## src/rtl/tst_pkg.sv

```systemverilog
`timescale 1ns/1ps
package tst_pkg;
    localparam int BYTE_W    = 8;
    localparam int PRBS_W    = 15;
    localparam int SYNC_BITS = 15;
    localparam int MW_LEN    = 8;
    localparam int MW_PH_W   = $clog2(MW_LEN);

    typedef enum logic [1:0] {
        CHK_IDLE = 2'd0,
        CHK_FILL = 2'd1,
        CHK_LOCK = 2'd2
    } chk_state_t;

    // Milliwatt tone: the second half is the first half with the sign bit set.
    function automatic logic [BYTE_W-1:0] mw_byte(input logic alaw,
                                                   input logic [MW_PH_W-1:0] ph);
        logic [BYTE_W-1:0] b;
        unique case (ph[1:0])
            2'd0, 2'd3: b = alaw ? 8'h34 : 8'h1E;
            default:    b = alaw ? 8'h21 : 8'h0B;
        endcase
        if (ph[2]) b = b | 8'h80;
        return b;
    endfunction
endpackage

```

## src/rtl/tst_prbs_gen.sv

```systemverilog
`timescale 1ns/1ps
module tst_prbs_gen #(
    parameter int PW    = 15,
    parameter int TAP_A = 14,
    parameter int TAP_B = 13,
    parameter int BW    = 8
) (
    input  logic          clk,
    input  logic          rst_n,
    input  logic          adv,
    output logic [BW-1:0] pat_byte
);
    logic [PW-1:0] sreg;
    logic [PW-1:0] sreg_nx;

    always_comb begin
        logic [PW-1:0] s;
        logic          nb;
        s        = sreg;
        pat_byte = '0;
        for (int i = BW - 1; i >= 0; i--) begin
            nb          = s[TAP_A] ^ s[TAP_B];
            pat_byte[i] = nb;
            s           = {s[PW-2:0], nb};
        end
        sreg_nx = s;
    end

    always_ff @(posedge clk) begin
        if (!rst_n)   sreg <= '1;
        else if (adv) sreg <= sreg_nx;
    end
endmodule

```

## src/rtl/tst_prbs_chk.sv

```systemverilog
`timescale 1ns/1ps
module tst_prbs_chk
    import tst_pkg::*;
#(
    parameter int PW    = 15,
    parameter int TAP_A = 14,
    parameter int TAP_B = 13,
    parameter int BW    = 8,
    parameter int SYNC  = 15,
    localparam int EW   = $clog2(BW + 1),
    localparam int FW   = $clog2(SYNC + 1)
) (
    input  logic          clk,
    input  logic          rst_n,
    input  logic          pat_sel,
    input  logic          chk_en,
    input  logic [BW-1:0] din,
    output logic [EW-1:0] err_n
);
    chk_state_t    state, state_nx;
    logic [PW-1:0] rreg, rreg_nx;
    logic [FW-1:0] fill, fill_nx;
    logic [FW-1:0] fill_eff;

    assign fill_eff = (state == CHK_IDLE) ? '0 : fill;

    // Bit-serial compare of one byte, MSB first.
    always_comb begin
        logic [PW-1:0] r;
        logic [FW-1:0] f;
        logic          exp_b;
        r     = rreg;
        f     = fill_eff;
        err_n = '0;
        for (int i = BW - 1; i >= 0; i--) begin
            exp_b = r[TAP_A] ^ r[TAP_B];
            if ((int'(f) >= SYNC) && (din[i] != exp_b)) err_n = err_n + 1'b1;
            r = {r[PW-2:0], din[i]};
            if (int'(f) < SYNC) f = f + 1'b1;
        end
        rreg_nx = r;
        fill_nx = f;
    end

    // Next-state process.
    always_comb begin
        state_nx = state;
        unique case (state)
            CHK_IDLE: if (!pat_sel) state_nx = CHK_FILL;
            CHK_FILL: begin
                if (pat_sel)                                     state_nx = CHK_IDLE;
                else if (chk_en && (int'(fill_nx) >= SYNC))      state_nx = CHK_LOCK;
            end
            CHK_LOCK: if (pat_sel) state_nx = CHK_IDLE;
            default:  state_nx = CHK_IDLE;
        endcase
    end

    // State register with its data registers.
    always_ff @(posedge clk) begin
        if (!rst_n) begin
            state <= CHK_FILL;
            fill  <= '0;
            rreg  <= '1;
        end else begin
            state <= state_nx;
            if (state_nx == CHK_IDLE) fill <= '0;
            else if (chk_en) begin
                fill <= fill_nx;
                rreg <= rreg_nx;
            end else if (state == CHK_IDLE) fill <= '0;
        end
    end
endmodule

```

## src/rtl/tst_err_cnt.sv

```systemverilog
`timescale 1ns/1ps
module tst_err_cnt #(
    parameter int CNT_W = 16,
    parameter int ADD_W = 4
) (
    input  logic             clk,
    input  logic             rst_n,
    input  logic             clr,
    input  logic             add_en,
    input  logic [ADD_W-1:0] add,
    output logic [CNT_W-1:0] count
);
    logic [CNT_W-1:0] base;
    logic [CNT_W:0]   sum;

    always_comb begin
        base = clr ? '0 : count;
        sum  = {1'b0, base} + {{(CNT_W + 1 - ADD_W){1'b0}}, add};
    end

    always_ff @(posedge clk) begin
        if (!rst_n) count <= '0;
        else if (clr || add_en) begin
            if (add_en) count <= sum[CNT_W] ? '1 : sum[CNT_W-1:0];
            else        count <= '0;
        end
    end
endmodule

```

## src/rtl/ts_pattern_tester.sv

```systemverilog
`timescale 1ns/1ps
module ts_pattern_tester
    import tst_pkg::*;
#(
    parameter int NUM_TS = 32,
    parameter int CNT_W  = 16,
    localparam int TS_W  = $clog2(NUM_TS),
    localparam int EW    = $clog2(BYTE_W + 1)
) (
    input  logic              clk,
    input  logic              rst_n,
    input  logic              pat_sel,
    input  logic              e1_sel,
    input  logic [NUM_TS-1:0] tx_test_en,
    input  logic [NUM_TS-1:0] rx_test_en,
    input  logic              byte_stb,
    input  logic [TS_W-1:0]   ts_idx,
    input  logic [BYTE_W-1:0] tx_byte_in,
    input  logic [BYTE_W-1:0] rx_byte_in,
    input  logic              err_clr,
    output logic [BYTE_W-1:0] tx_byte_out,
    output logic [BYTE_W-1:0] rx_byte_out,
    output logic              out_valid,
    output logic [CNT_W-1:0]  err_count
);
    logic               tx_sel, rx_sel;
    logic               gen_adv, chk_en, mw_tx_adv, mw_rx_adv;
    logic [BYTE_W-1:0]  prbs_byte;
    logic [EW-1:0]      err_n;
    logic [MW_PH_W-1:0] mw_tx_ph, mw_rx_ph;
    logic [BYTE_W-1:0]  tx_nx, rx_nx;

    assign tx_sel    = tx_test_en[ts_idx];
    assign rx_sel    = rx_test_en[ts_idx];
    assign gen_adv   = byte_stb && tx_sel && !pat_sel;
    assign chk_en    = byte_stb && rx_sel && !pat_sel;
    assign mw_tx_adv = byte_stb && tx_sel && pat_sel;
    assign mw_rx_adv = byte_stb && rx_sel && pat_sel;

    tst_prbs_gen #(.PW(PRBS_W), .TAP_A(14), .TAP_B(13), .BW(BYTE_W)) u_gen (
        .clk      (clk),
        .rst_n    (rst_n),
        .adv      (gen_adv),
        .pat_byte (prbs_byte)
    );

    tst_prbs_chk #(.PW(PRBS_W), .TAP_A(14), .TAP_B(13), .BW(BYTE_W), .SYNC(SYNC_BITS)) u_chk (
        .clk     (clk),
        .rst_n   (rst_n),
        .pat_sel (pat_sel),
        .chk_en  (chk_en),
        .din     (rx_byte_in),
        .err_n   (err_n)
    );

    tst_err_cnt #(.CNT_W(CNT_W), .ADD_W(EW)) u_cnt (
        .clk    (clk),
        .rst_n  (rst_n),
        .clr    (err_clr),
        .add_en (chk_en),
        .add    (err_n),
        .count  (err_count)
    );

    always_comb begin
        tx_nx = tx_byte_in;
        rx_nx = rx_byte_in;
        if (tx_sel) tx_nx = pat_sel ? mw_byte(e1_sel, mw_tx_ph) : prbs_byte;
        if (rx_sel && pat_sel) rx_nx = mw_byte(e1_sel, mw_rx_ph);
    end

    always_ff @(posedge clk) begin
        if (!rst_n) begin
            tx_byte_out <= '0;
            rx_byte_out <= '0;
            out_valid   <= 1'b0;
            mw_tx_ph    <= '0;
            mw_rx_ph    <= '0;
        end else begin
            out_valid <= byte_stb;
            if (byte_stb) begin
                tx_byte_out <= tx_nx;
                rx_byte_out <= rx_nx;
            end
            if (mw_tx_adv) mw_tx_ph <= mw_tx_ph + 1'b1;
            if (mw_rx_adv) mw_rx_ph <= mw_rx_ph + 1'b1;
        end
    end
endmodule

```

## config.mk

```make
export PLATFORM = sky130hd
export DESIGN_NAME = ts_pattern_tester
export DESIGN_NICKNAME = d
export VERILOG_FILES = /design/src/rtl/tst_pkg.sv /design/src/rtl/tst_prbs_gen.sv /design/src/rtl/tst_prbs_chk.sv /design/src/rtl/tst_err_cnt.sv /design/src/rtl/ts_pattern_tester.sv
export SDC_FILE = /design/constraint.sdc
export NUM_CORES = 1
export LEC_CHECK = 0
export BUFFER_PORTS_ARGS = -buffer_cell sky130_fd_sc_hd__buf_2
export CAP_MARGIN = 10
export CORE_MARGIN = 2
export CORE_UTILIZATION = 50
export CTS_BUF_LIST = sky130_fd_sc_hd__clkbuf_8 sky130_fd_sc_hd__clkbuf_16
export CTS_CLUSTER_SIZE = 12
export DETAILED_ROUTE_END_ITERATION = 6
export GPL_TIMING_DRIVEN = 0
export PLACE_DENSITY = 0.75
export SYNTH_ARGS = -nofsm -noshare
export SYNTH_HDL_FRONTEND = slang
export SYNTH_SLANG_ARGS = --single-unit
```

## constraint.sdc

```tcl
create_clock -name clk -period 9.6 [get_ports clk]
set_input_delay 0.48 -clock clk [delete_from_list [all_inputs] [get_ports clk]]
set_output_delay 0.48 -clock clk [all_outputs]
set_load 0.05 [all_outputs]
```

==> results of run 1 <==
-- worst max-delay path, delay by kind of cell (launching register included) --
kind,cells,cell delay [ns]
buffers and inverters,4,0.54
flip-flops,1,0.31
AND/OR/NAND/NOR,14,3.32
multiplexers,1,0.29
adder cells (fa/ha/maj),6,1.70
AO/OA/AOI/OAI,9,1.49
XOR/XNOR,3,0.51
-- placed cells by master (no fill, tap or decap), types with 4 or more instances in the layout --
| cell | Yosys | routed |
|---|---|---|
| nor3_1 | 9 | 9 |
| a311oi_1 | 7 | 7 |
| and3b_1 | 4 | 4 |
| nand3_1 | 31 | 31 |
| o211a_1 | 6 | 6 |
| inv_1 | 10 | 10 |
| xnor2_1 | 31 | 31 |
| or3_1 | 6 | 6 |
| a21oi_1 | 15 | 15 |
| clkbuf_1 | 21 | 21 |
| clkbuf_8 | 0 | 11 |
| buf_2 | 7 | 125 |
| mux2i_1 | 25 | 25 |
| o21ai_0 | 21 | 21 |
| o21a_1 | 5 | 5 |
| and3_1 | 4 | 4 |
| and2_1 | 4 | 4 |
| o211ai_1 | 5 | 5 |
| xor2_1 | 22 | 22 |
| a21o_1 | 4 | 4 |
| ha_1 | 15 | 15 |
| a211o_1 | 5 | 5 |
| nand2_1 | 87 | 87 |
| o21ai_1 | 4 | 4 |
| a31oi_1 | 6 | 6 |
| nand2b_1 | 7 | 7 |
| nor2b_1 | 15 | 15 |
| mux4_2 | 20 | 20 |
| a211oi_1 | 8 | 8 |
| dfxtp_1 | 75 | 75 |
| nor2_1 | 65 | 65 |
-- sequential cells by signal (all words and copies together) (netlist names) --
name and cells:
out_valid 1, mw_rx_ph 3, u_cnt.count 16, rx_byte_out 8
mw_tx_ph 3, u_chk.fill 4, u_gen.sreg 15, u_chk.rreg 15
u_chk.state 2, tx_byte_out 8
-- cells by family after synthesis --
logic type | after synthesis | synth area share
adders and majority gates | 16 | 0.03985
muxes | 48 | 0.1416
buffers and inverters | 46 | 0.03841
DFF | 75 | 0.2880
AOI/OAI and AO/OA | 107 | 0.1450
and+or+nand+nor | 254 | 0.2307
xor gates and xnor gates | 59 | 0.1164
-- power breakdown --
part	switching (mW)	internal, mW	total [mW]
clock	0.119	0.159	0.278
combinational	0.0899	0.0642	0.154
sequential	0.00971	0.326	0.335
-- metal layers --
metal / vias to the layer above / wire length [um] / global-route usage
li1: 2408 / - / -
met1: 2299 / 5566 / 0.2822
met2: 170 / 6846 / 0.4405
met3: 30 / 677 / 0.04660
met4: 0 / 454 / 0.1043
met5: - / 0 / 0
-- worst paths after layout --
kind                                   endpoint  slack, ns            from  cells past startpoint
worst max register to register  u_cnt.count[12]       1.36  u_chk.state[1]                     37
worst max-delay path            u_cnt.count[12]       1.36  u_chk.state[1]                     37
worst min register to register    u_chk.rreg[8]       0.47   u_chk.rreg[0]                      2
worst min-delay path             tx_byte_out[3]       0.38   tx_byte_in[3]                      3
-- final cells by class --
type | count | share of cell area
buffer | 34 | 0.02503
tap | 136 | 0.02745
multi-input combinational | 484 | 0.5663
clock inverter | 5 | 0.01211
timing repair buffer | 118 | 0.09526
clock buffer | 11 | 0.02442
inverter | 12 | 0.007265
sequential | 75 | 0.2422
==> flow_summary.toml, run 1 <==
[status]
status = "complete, no violations"

[critical_path]
critPathLaunchType = "flip-flop"
max_stage_delay_ns = 0.53
cp_data_arrival_time_ns = 8.53
critPathSlowestCell = "nor2_1"
cp_max_fo = 10
cp_common_cell = "ha_1"
critPathKind = "reg -> reg"
required_ns = 9.88
crit_path_end_kind = "flip-flop"

[logic_synthesis]
synth_fp_nets = 712
yosysMostFrequentCell = "nand2_1"
avgSynthCellArea_um2 = 8.616
yosys-top-cells-area = "dfxtp_1 (29%), mux4_2 (8.6%), nand2_1 (6.3%)"
yosysTopAreaCell = "dfxtp_1"
synth_top_area_frac = 0.2880
synth-seq-cells = 75
yosysSeqAreaShare = 0.2880
synthTopCellsByCount = "nand2_1 (87), dfxtp_1 (75), nor2_1 (65)"
async_flop_share = 0
synth-edff-count = 0
synth_warnings = 0
synth_area_um2 = 5212
synthDistinctLibCells = 71
synthFlopType = "dfxtp_1"
syn_inst = 605

[floorplanning]
core-area_um2 = 10230
die_x_um = 106.1
start_util = 0.5095
die_area_um2 = 11260
pin_count = 124
die_height_um = 106.1
rows = 37

[power_and_ir_drop]
vdd_drop_max_uv = 65.21
p_leak_nw = 2.723
p_per_area_nw_per_um2 = 123.8
finalPower_mw = 0.7678

[sta]
rsz0062_at_grt = "false"
final-hold-violation-count = 0
setup-violations-final = 0
maxSlewHeadroom = 0.5689
worst_slew_pin_slew_ns = 0.6466
timing.fmax_mhz = 121.3
finalCritPeriodShare = 0.8586
clock_skew_ns = 0.006215
hold_ws_ns = 0.3824
min_period_ns = 8.243
setup_slack_ns = 1.357
setup_tns_ns = 0
drv_slew = 0

[grt]
antenna_found_initial = 0
grt_usage = 0.2447
globalRouteOverflowTotal = 0
grt_max_degree = 13
grt_pass1_vias = 4905
grt_pass1_wl_um = 22360

[final_layout]
nNetsFinal = 841
diodes = 0
nFillCells = 926
multiInputGateArea_um2 = 3511
finalNonFillerCells = 875
area_growth_pct = 18.94
post-route-util = 0.6060
regArea_um2 = 1501
drive_above_1_share = 0.2490
final_area_um2 = 6200

[place]
place_congestion = 0.8682
pre_cts_ws_ns = 1.458
placed_cells = 859
placed_area_um2 = 5973
port_buffers = 118
dpl.hpwl_um = 10520

[cts]
cts_setup_buffers = 0
cts.clk_slew.worst_paths_ns = 0.08
clock_latency_ns = 0.36
cts.sinks = 75
cts_buffer_depth = 2
cts_hold_buf = 0
cts-resized-gates = 0
root_buffer = "clkbuf_8"
cts_buffers = 9
cts_tree = "yes"
h-tree-depth = 3

[routing]
routedWlPerCell_um = 15.48
route.vias.total = 4907
drc_errors = 0
wl_um = 13540
detail-route-antenna-nets = 0
drtIter0Drc = 218
vias_per_cell = 5.608
first_pass_iters = 5

[min_path]
hold_path.class = "in -> reg"

[job]
max_cap_violations = 0
Note: power is estimated with default switching activity, not from simulation.
==> run 2: changes to the inputs <==
--- a/config.mk
+++ b/config.mk
@@ -13,7 +13,8 @@
 export CTS_CLUSTER_SIZE = 12
 export DETAILED_ROUTE_END_ITERATION = 6
 export GPL_TIMING_DRIVEN = 0
-export PLACE_DENSITY = 0.75
+export PLACE_DENSITY = 0.74
 export SYNTH_ARGS = -nofsm -noshare
 export SYNTH_HDL_FRONTEND = slang
+export SYNTH_HIERARCHICAL = 1
 export SYNTH_SLANG_ARGS = --single-unit
==> run 2 against run 1 <==
Clock skew hardly changed. Cell count is 9.7% higher. Worst hold slack better by 0.033 ns. Synthesized cell count increased by 12%. Power rose by 11%. Critical endpoint is now u_cnt/count[6].
==> flow_summary.toml, run 2 <==
[sta]
setup_tns_ns = 0
min_period_ns = 9.152
drv_slew = 0
clock_skew_ns = 0.005896
setup_slack_ns = 0.4482
timing.fmax_mhz = 109.3
setup-violations-final = 0
worst_slew_pin_slew_ns = 0.9056
finalCritPeriodShare = 0.9533
final-hold-violation-count = 0
maxSlewHeadroom = 0.3806

[critical_path]
ff2ff_path_depth = 40
r2r-start = "u_chk/state[1]"
cp_data_arrival_time_ns = 9.35
critPathKind = "reg -> reg"
critPathSlowestCell = "fa_1"
cp_common_cell = "ha_1"
crit_path_end_kind = "flip-flop"
required_ns = 9.80
max_stage_delay_ns = 0.49
reg2reg_slack_ns = 0.45
r2r_end = "u_cnt/count[6]"
critPathLaunchType = "flip-flop"
cp_max_fo = 10

[cts]
cts_tree = "yes"
cts_hold_buf = 0
cts.sinks = 75
h-tree-depth = 3
cts_buffers = 9
clock_latency_ns = 0.33
cts.clk_slew.worst_paths_ns = 0.06
root_buffer = "clkbuf_16"
cts_buffer_depth = 2

[grt]
globalRouteOverflowTotal = 0
grt_pass1_wl_um = 25010
grt_max_degree = 19
grt_pass1_vias = 5415
antenna_found_initial = 1
grt_usage = 0.2390

[place]
pre_cts_ws_ns = -0.4708
placed_cells = 943
dpl.hpwl_um = 11670
place_congestion = 0.9701
placed_area_um2 = 6520
port_buffers = 122

[logic_synthesis]
async_flop_share = 0
yosysMostFrequentCell = "dfxtp_1"
synth-seq-cells = 75
synthFlopType = "dfxtp_1"
yosys-top-cells-area = "dfxtp_1 (26%), mux2i_1 (9.3%), xnor2_1 (4.9%)"
synthDistinctLibCells = 98
syn_inst = 678
synth-edff-count = 0
synthTopCellsByCount = "dfxtp_1 (75), nand2_1 (73), mux2i_1 (53)"
synth_top_area_frac = 0.2620
synth_warnings = 6
synth_fp_nets = 792
avgSynthCellArea_um2 = 8.452
yosysSeqAreaShare = 0.2620
synth_area_um2 = 5730
yosysTopAreaCell = "dfxtp_1"

[routing]
vias_per_cell = 5.805
wl_um = 15150
drtIter0Drc = 394
routedWlPerCell_um = 15.78
route.vias.total = 5573
detail-route-antenna-nets = 0
first_pass_iters = 5
drc_errors = 0

[final_layout]
layout_commonest_cell = "buf_2"
nFillCells = 1018
largest_reg_flops = 16
drive_above_1_share = 0.2549
mostFrequentLayoutCells = "buf_2 (130), dfxtp_1 (75), nand2_1 (72)"
largest-register = "u_cnt/count"
area_growth_pct = 20.37
nNetsFinal = 925
finalNonFillerCells = 960
top_regs = "u_cnt/count x16, u_chk/rreg x15, u_gen/sreg x15"
final_area_um2 = 6898

[power_and_ir_drop]
internal_power_mw = 0.6024
p_clk_frac = 0.396
p_per_area_nw_per_um2 = 123.8
p_leak_nw = 3.140
switching_share = 0.2944
finalPower_mw = 0.8537
vdd_drop_max_uv = 155.9
pwr-share-seq = 0.392
p_comb_frac = 0.212
p_sw_mw = 0.2513

[floorplanning]
rows = 39
die_area_um2 = 12330
pin_count = 124
core-area_um2 = 11320
die_x_um = 111.1
start_util = 0.5062
die_height_um = 111.1

[status]
status = "complete, no violations"

[min_path]
hp-start = "tx_byte_in[6]"
min_path_cells = 3
hold_path.class = "in -> reg"
min_to = "tx_byte_out[6]"

[job]
max_cap_violations = 0
[run 2: final cells by class]
| class | instances | area, um^2 | area share |
|---|---|---|---|
| flip-flops and latches | 75 | 1501 | 0.2177 |
| multi-input cells | 544 | 4013 | 0.5817 |
| clock inverters | 7 | 76.32 | 0.01106 |
| clock buffers | 9 | 225.2 | 0.03265 |
| plain buffers | 34 | 192.7 | 0.02793 |
| repair buffers | 123 | 618.1 | 0.08961 |
| inverters | 24 | 90.09 | 0.01306 |
| diodes | 1 | 2.502 | 0.0003628 |
| well taps | 143 | 178.9 | 0.02594 |
[run 2: cells by family (layout without fill, tap and decap cells)]
kind of cell               count (synthesis)  after routing  share of synthesized area
xor gates and xnor gates                  55             55                    0.08908
and+or+nand+nor                          252            252                     0.2362
AOI/OAI and AO/OA                        153            153                     0.2022
DFF                                       75             75                     0.2620
other                                      0              1                          0
muxes                                     61             61                     0.1090
adders and majority gates                 23             23                    0.05153
buffers and inverters                     59            197                    0.05000
[run 2: worst max path at each step]
stage,from,endpoint,slack (ns),cells past startpoint
finish,u_chk/state[1],u_cnt/count[6],0.45,40
global route,u_chk/state[1],u_cnt/count[5],-0.005,41
CTS,u_chk/state[1],u_cnt/count[6],0.03,42
detailed placement,u_chk/state[1],u_cnt/count[6],-0.47,42
global placement,u_chk/state[1],u_cnt/count[9],-0.28,42
floorplan,u_chk/state[1],u_cnt/count[5],0.83,42
[run 2: through the flow]
step	hold WS, ns	utilization
global route	0.4256	0.6093
global placement	0.4503	0.5759
finish	0.4151	0.6093
CTS	0.4048	0.6037
detailed placement	0.4572	0.5759
floorplan	0.4404	-
[run 2: per-layer routing]
layer	vias up	track usage	routed length, um
li1	2739	-	-
met1	2648	0.2987	6534
met2	166	0.4180	7599
met3	20	0.04702	807
met4	0	0.07078	206
met5	-	0	0
[run 2: repair_timing]
action	CTS	global route
gates resized for setup	4	9
endpoints found under the setup margin	16	16
gates cloned	0	0
hold endpoints to repair	0	0
buffers inserted	0	1
pin swaps	0	1
[run 2: worst max-delay path, delay by kind of cell (launching register included)]
kind / cells / cell delay, ns
buffers and inverters: 7 / 1.02
adders and majority gates: 8 / 2.10
xor gates and xnor gates: 1 / 0.35
DFF: 1 / 0.31
and+or+nand+nor: 12 / 2.49
muxes: 3 / 1.01
AOI/OAI and AO/OA: 9 / 1.71
[run 2: power groups by stage]
stage	Clock, mW	Combinational (mW)	Sequential, mW
floorplan	0	0.101	0.362
global placement	0	0.172	0.340
detailed placement	0	0.176	0.341
CTS	0.343	0.178	0.334
global route	0.356	0.197	0.336
finish	0.338	0.181	0.334
==> run 3: changes to the inputs <==
--- a/config.mk
+++ b/config.mk
@@ -5,6 +5,7 @@
 export SDC_FILE = /design/constraint.sdc
 export NUM_CORES = 1
 export LEC_CHECK = 0
+export ABC_AREA = 0
 export BUFFER_PORTS_ARGS = -buffer_cell sky130_fd_sc_hd__buf_2
 export CAP_MARGIN = 10
 export CORE_MARGIN = 2
@@ -13,7 +14,9 @@
 export CTS_CLUSTER_SIZE = 12
 export DETAILED_ROUTE_END_ITERATION = 6
 export GPL_TIMING_DRIVEN = 0
+export MAX_ROUTING_LAYER = met4
 export PLACE_DENSITY = 0.74
+export SKIP_LAST_GASP = 1
 export SYNTH_ARGS = -nofsm -noshare
 export SYNTH_HDL_FRONTEND = slang
 export SYNTH_HIERARCHICAL = 1
==> run 3 against run 2 <==
Clock power is 3% lower. Combinational power about the same. First-iteration DRC count down 1.3%. Power decreased by 1.2%. Sequential power hardly changed. Setup slack improved by 0.027 ns. Flip-flop and latch count is the same. Cell area fell by 0.22%. Utilization fell by 0.13 points. Clock-buffer cell count unchanged.
==> flow_summary.toml, run 3 (synthesis gave the netlist of run 2 again) <==
[final_layout]
largest-register = "u_cnt/count"
drive_above_1_share = 0.2528
mostFrequentLayoutCells = "buf_2 (130), dfxtp_1 (75), nand2_1 (72)"
largest_reg_flops = 16
layout_commonest_cell = "buf_2"
nNetsFinal = 925
diodes = 0
area_growth_pct = 20.11
top_regs = "u_cnt/count x16, u_chk/rreg x15, u_gen/sreg x15"

[routing]
first_pass_iters = 5
wl_um = 14860
routedWlPerCell_um = 15.51
vias_per_cell = 5.795
wl_met1_um = 6331
detail-route-antenna-nets = 0
route.vias.total = 5552
drtIter0Drc = 389
dr_wl_met3_um = 826
wl_met2_um = 7528
drc_errors = 0
top_layer = "met4"

[cts]
cts_buffers = 9
h-tree-depth = 3
cts.clk_slew.worst_paths_ns = 0.06
cts_hold_buf = 0
cts_tree = "yes"
cts.sinks = 75
clock_latency_ns = 0.33
cts_buffer_depth = 2
root_buffer = "clkbuf_16"

[place]
port_buffers = 122
place_congestion = 0.9585
dpl.hpwl_um = 11460

[floorplanning]
die_x_um = 111.1
start_util = 0.5062
rows = 39
core-area_um2 = 11320
die_height_um = 111.1
pin_count = 124
die_area_um2 = 12330

[sta]
worst_slew_pin_slew_ns = 0.8766
maxSlewHeadroom = 0.4005
final-hold-violation-count = 0
clock_skew_ns = 0.01005
drv_slew = 0
hold_ws_ns = 0.4295
finalCritPeriodShare = 0.9505
timing.fmax_mhz = 109.6
rsz0062_at_grt = "true"
setup-violations-final = 0
setup_tns_ns = 0
min_period_ns = 9.125

[critical_path]
critPathLaunchType = "flip-flop"
cp_data_arrival_time_ns = 9.32
crit_path_end_kind = "flip-flop"
cp_common_cell = "ha_1"
required_ns = 9.79
critPathSlowestCell = "fa_1"
critPathKind = "reg -> reg"
cp_max_fo = 10
max_stage_delay_ns = 0.50

[grt]
grt_max_degree = 19
grt_pass1_wl_um = 25130
grt_pass1_vias = 5411
grt_usage = 0.2469
globalRouteOverflowTotal = 0
antenna_found_initial = 0

[power_and_ir_drop]
p_per_area_nw_per_um2 = 122.6
vdd_drop_max_uv = 116.1
p_leak_nw = 3.132
finalPower_mw = 0.8439

[status]
status = "complete, no violations"

[job]
max_cap_violations = 0

[min_path]
hold_path.class = "in -> reg"
==> run 3: critical path: cells and delay by family (launching register included) <==
| family | cells | cell delay, ns |
|---|---|---|
| AOI/OAI and AO/OA | 8 | 1.69 |
| xor gates and xnor gates | 1 | 0.24 |
| adders and majority gates | 8 | 2.14 |
| buffers and inverters | 8 | 1.02 |
| DFF | 1 | 0.31 |
| muxes | 3 | 1.02 |
| and+or+nand+nor | 13 | 2.53 |
==> run 3: what timing repair did <==
action                     4_1_cts  5_1_grt
pin swaps                        0        1
setup endpoints to repair       16       16
cloned                           0        0
setup buffers                    0        1
gates resized for setup          5        8
==> run 3: worst paths after layout <==
check	start	to	slack, ns	cells after the start
min	tx_byte_in[6]	tx_byte_out[6]	0.43	3
max reg2reg	u_chk/state[1]	u_cnt/count[5]	0.48	41
min reg2reg	u_chk/rreg[1]	u_chk/rreg[9]	0.47	2
max	u_chk/state[1]	u_cnt/count[5]	0.48	41
==> run 3: per-stage QoR <==
step	util	std cells	area (um^2)	setup slack, ns
detailed placement	0.5759	943	6520	-0.5235
global route	0.6080	958	6883	-0.03012
global placement	0.5759	943	6520	-0.3533
finish	0.6080	958	6883	0.4755
CTS	0.6031	957	6828	0.1120
floorplan	-	678	5731	0.8322
==> run 3: metal layers <==
layer,GRT usage,vias up
li1,-,2728
met5,-,-
met2,0.4258,188
met3,0.04593,16
met1,0.3023,2620
met4,0.05597,0
==> run 3: cell type report <==
| cell class | count | area, um^2 |
|---|---|---|
| fillers | 966 | 4438 |
| multi-input cells | 544 | 4010 |
| flip-flops and latches | 75 | 1501 |
| repair buffers | 123 | 618.1 |
| clock buffers | 9 | 225.2 |
| plain buffers | 34 | 192.7 |
| well taps | 143 | 178.9 |
| inverters | 24 | 90.09 |
| clock inverters | 6 | 66.31 |
==> run 3: report_power, final <==
group / total (mW) / leakage (nW) / switching, mW / internal, mW
Clock: 0.329 / 0.139 / 0.129 / 0.200
Combinational: 0.180 / 2.38 / 0.107 / 0.0735
Sequential: 0.334 / 0.612 / 0.00890 / 0.325
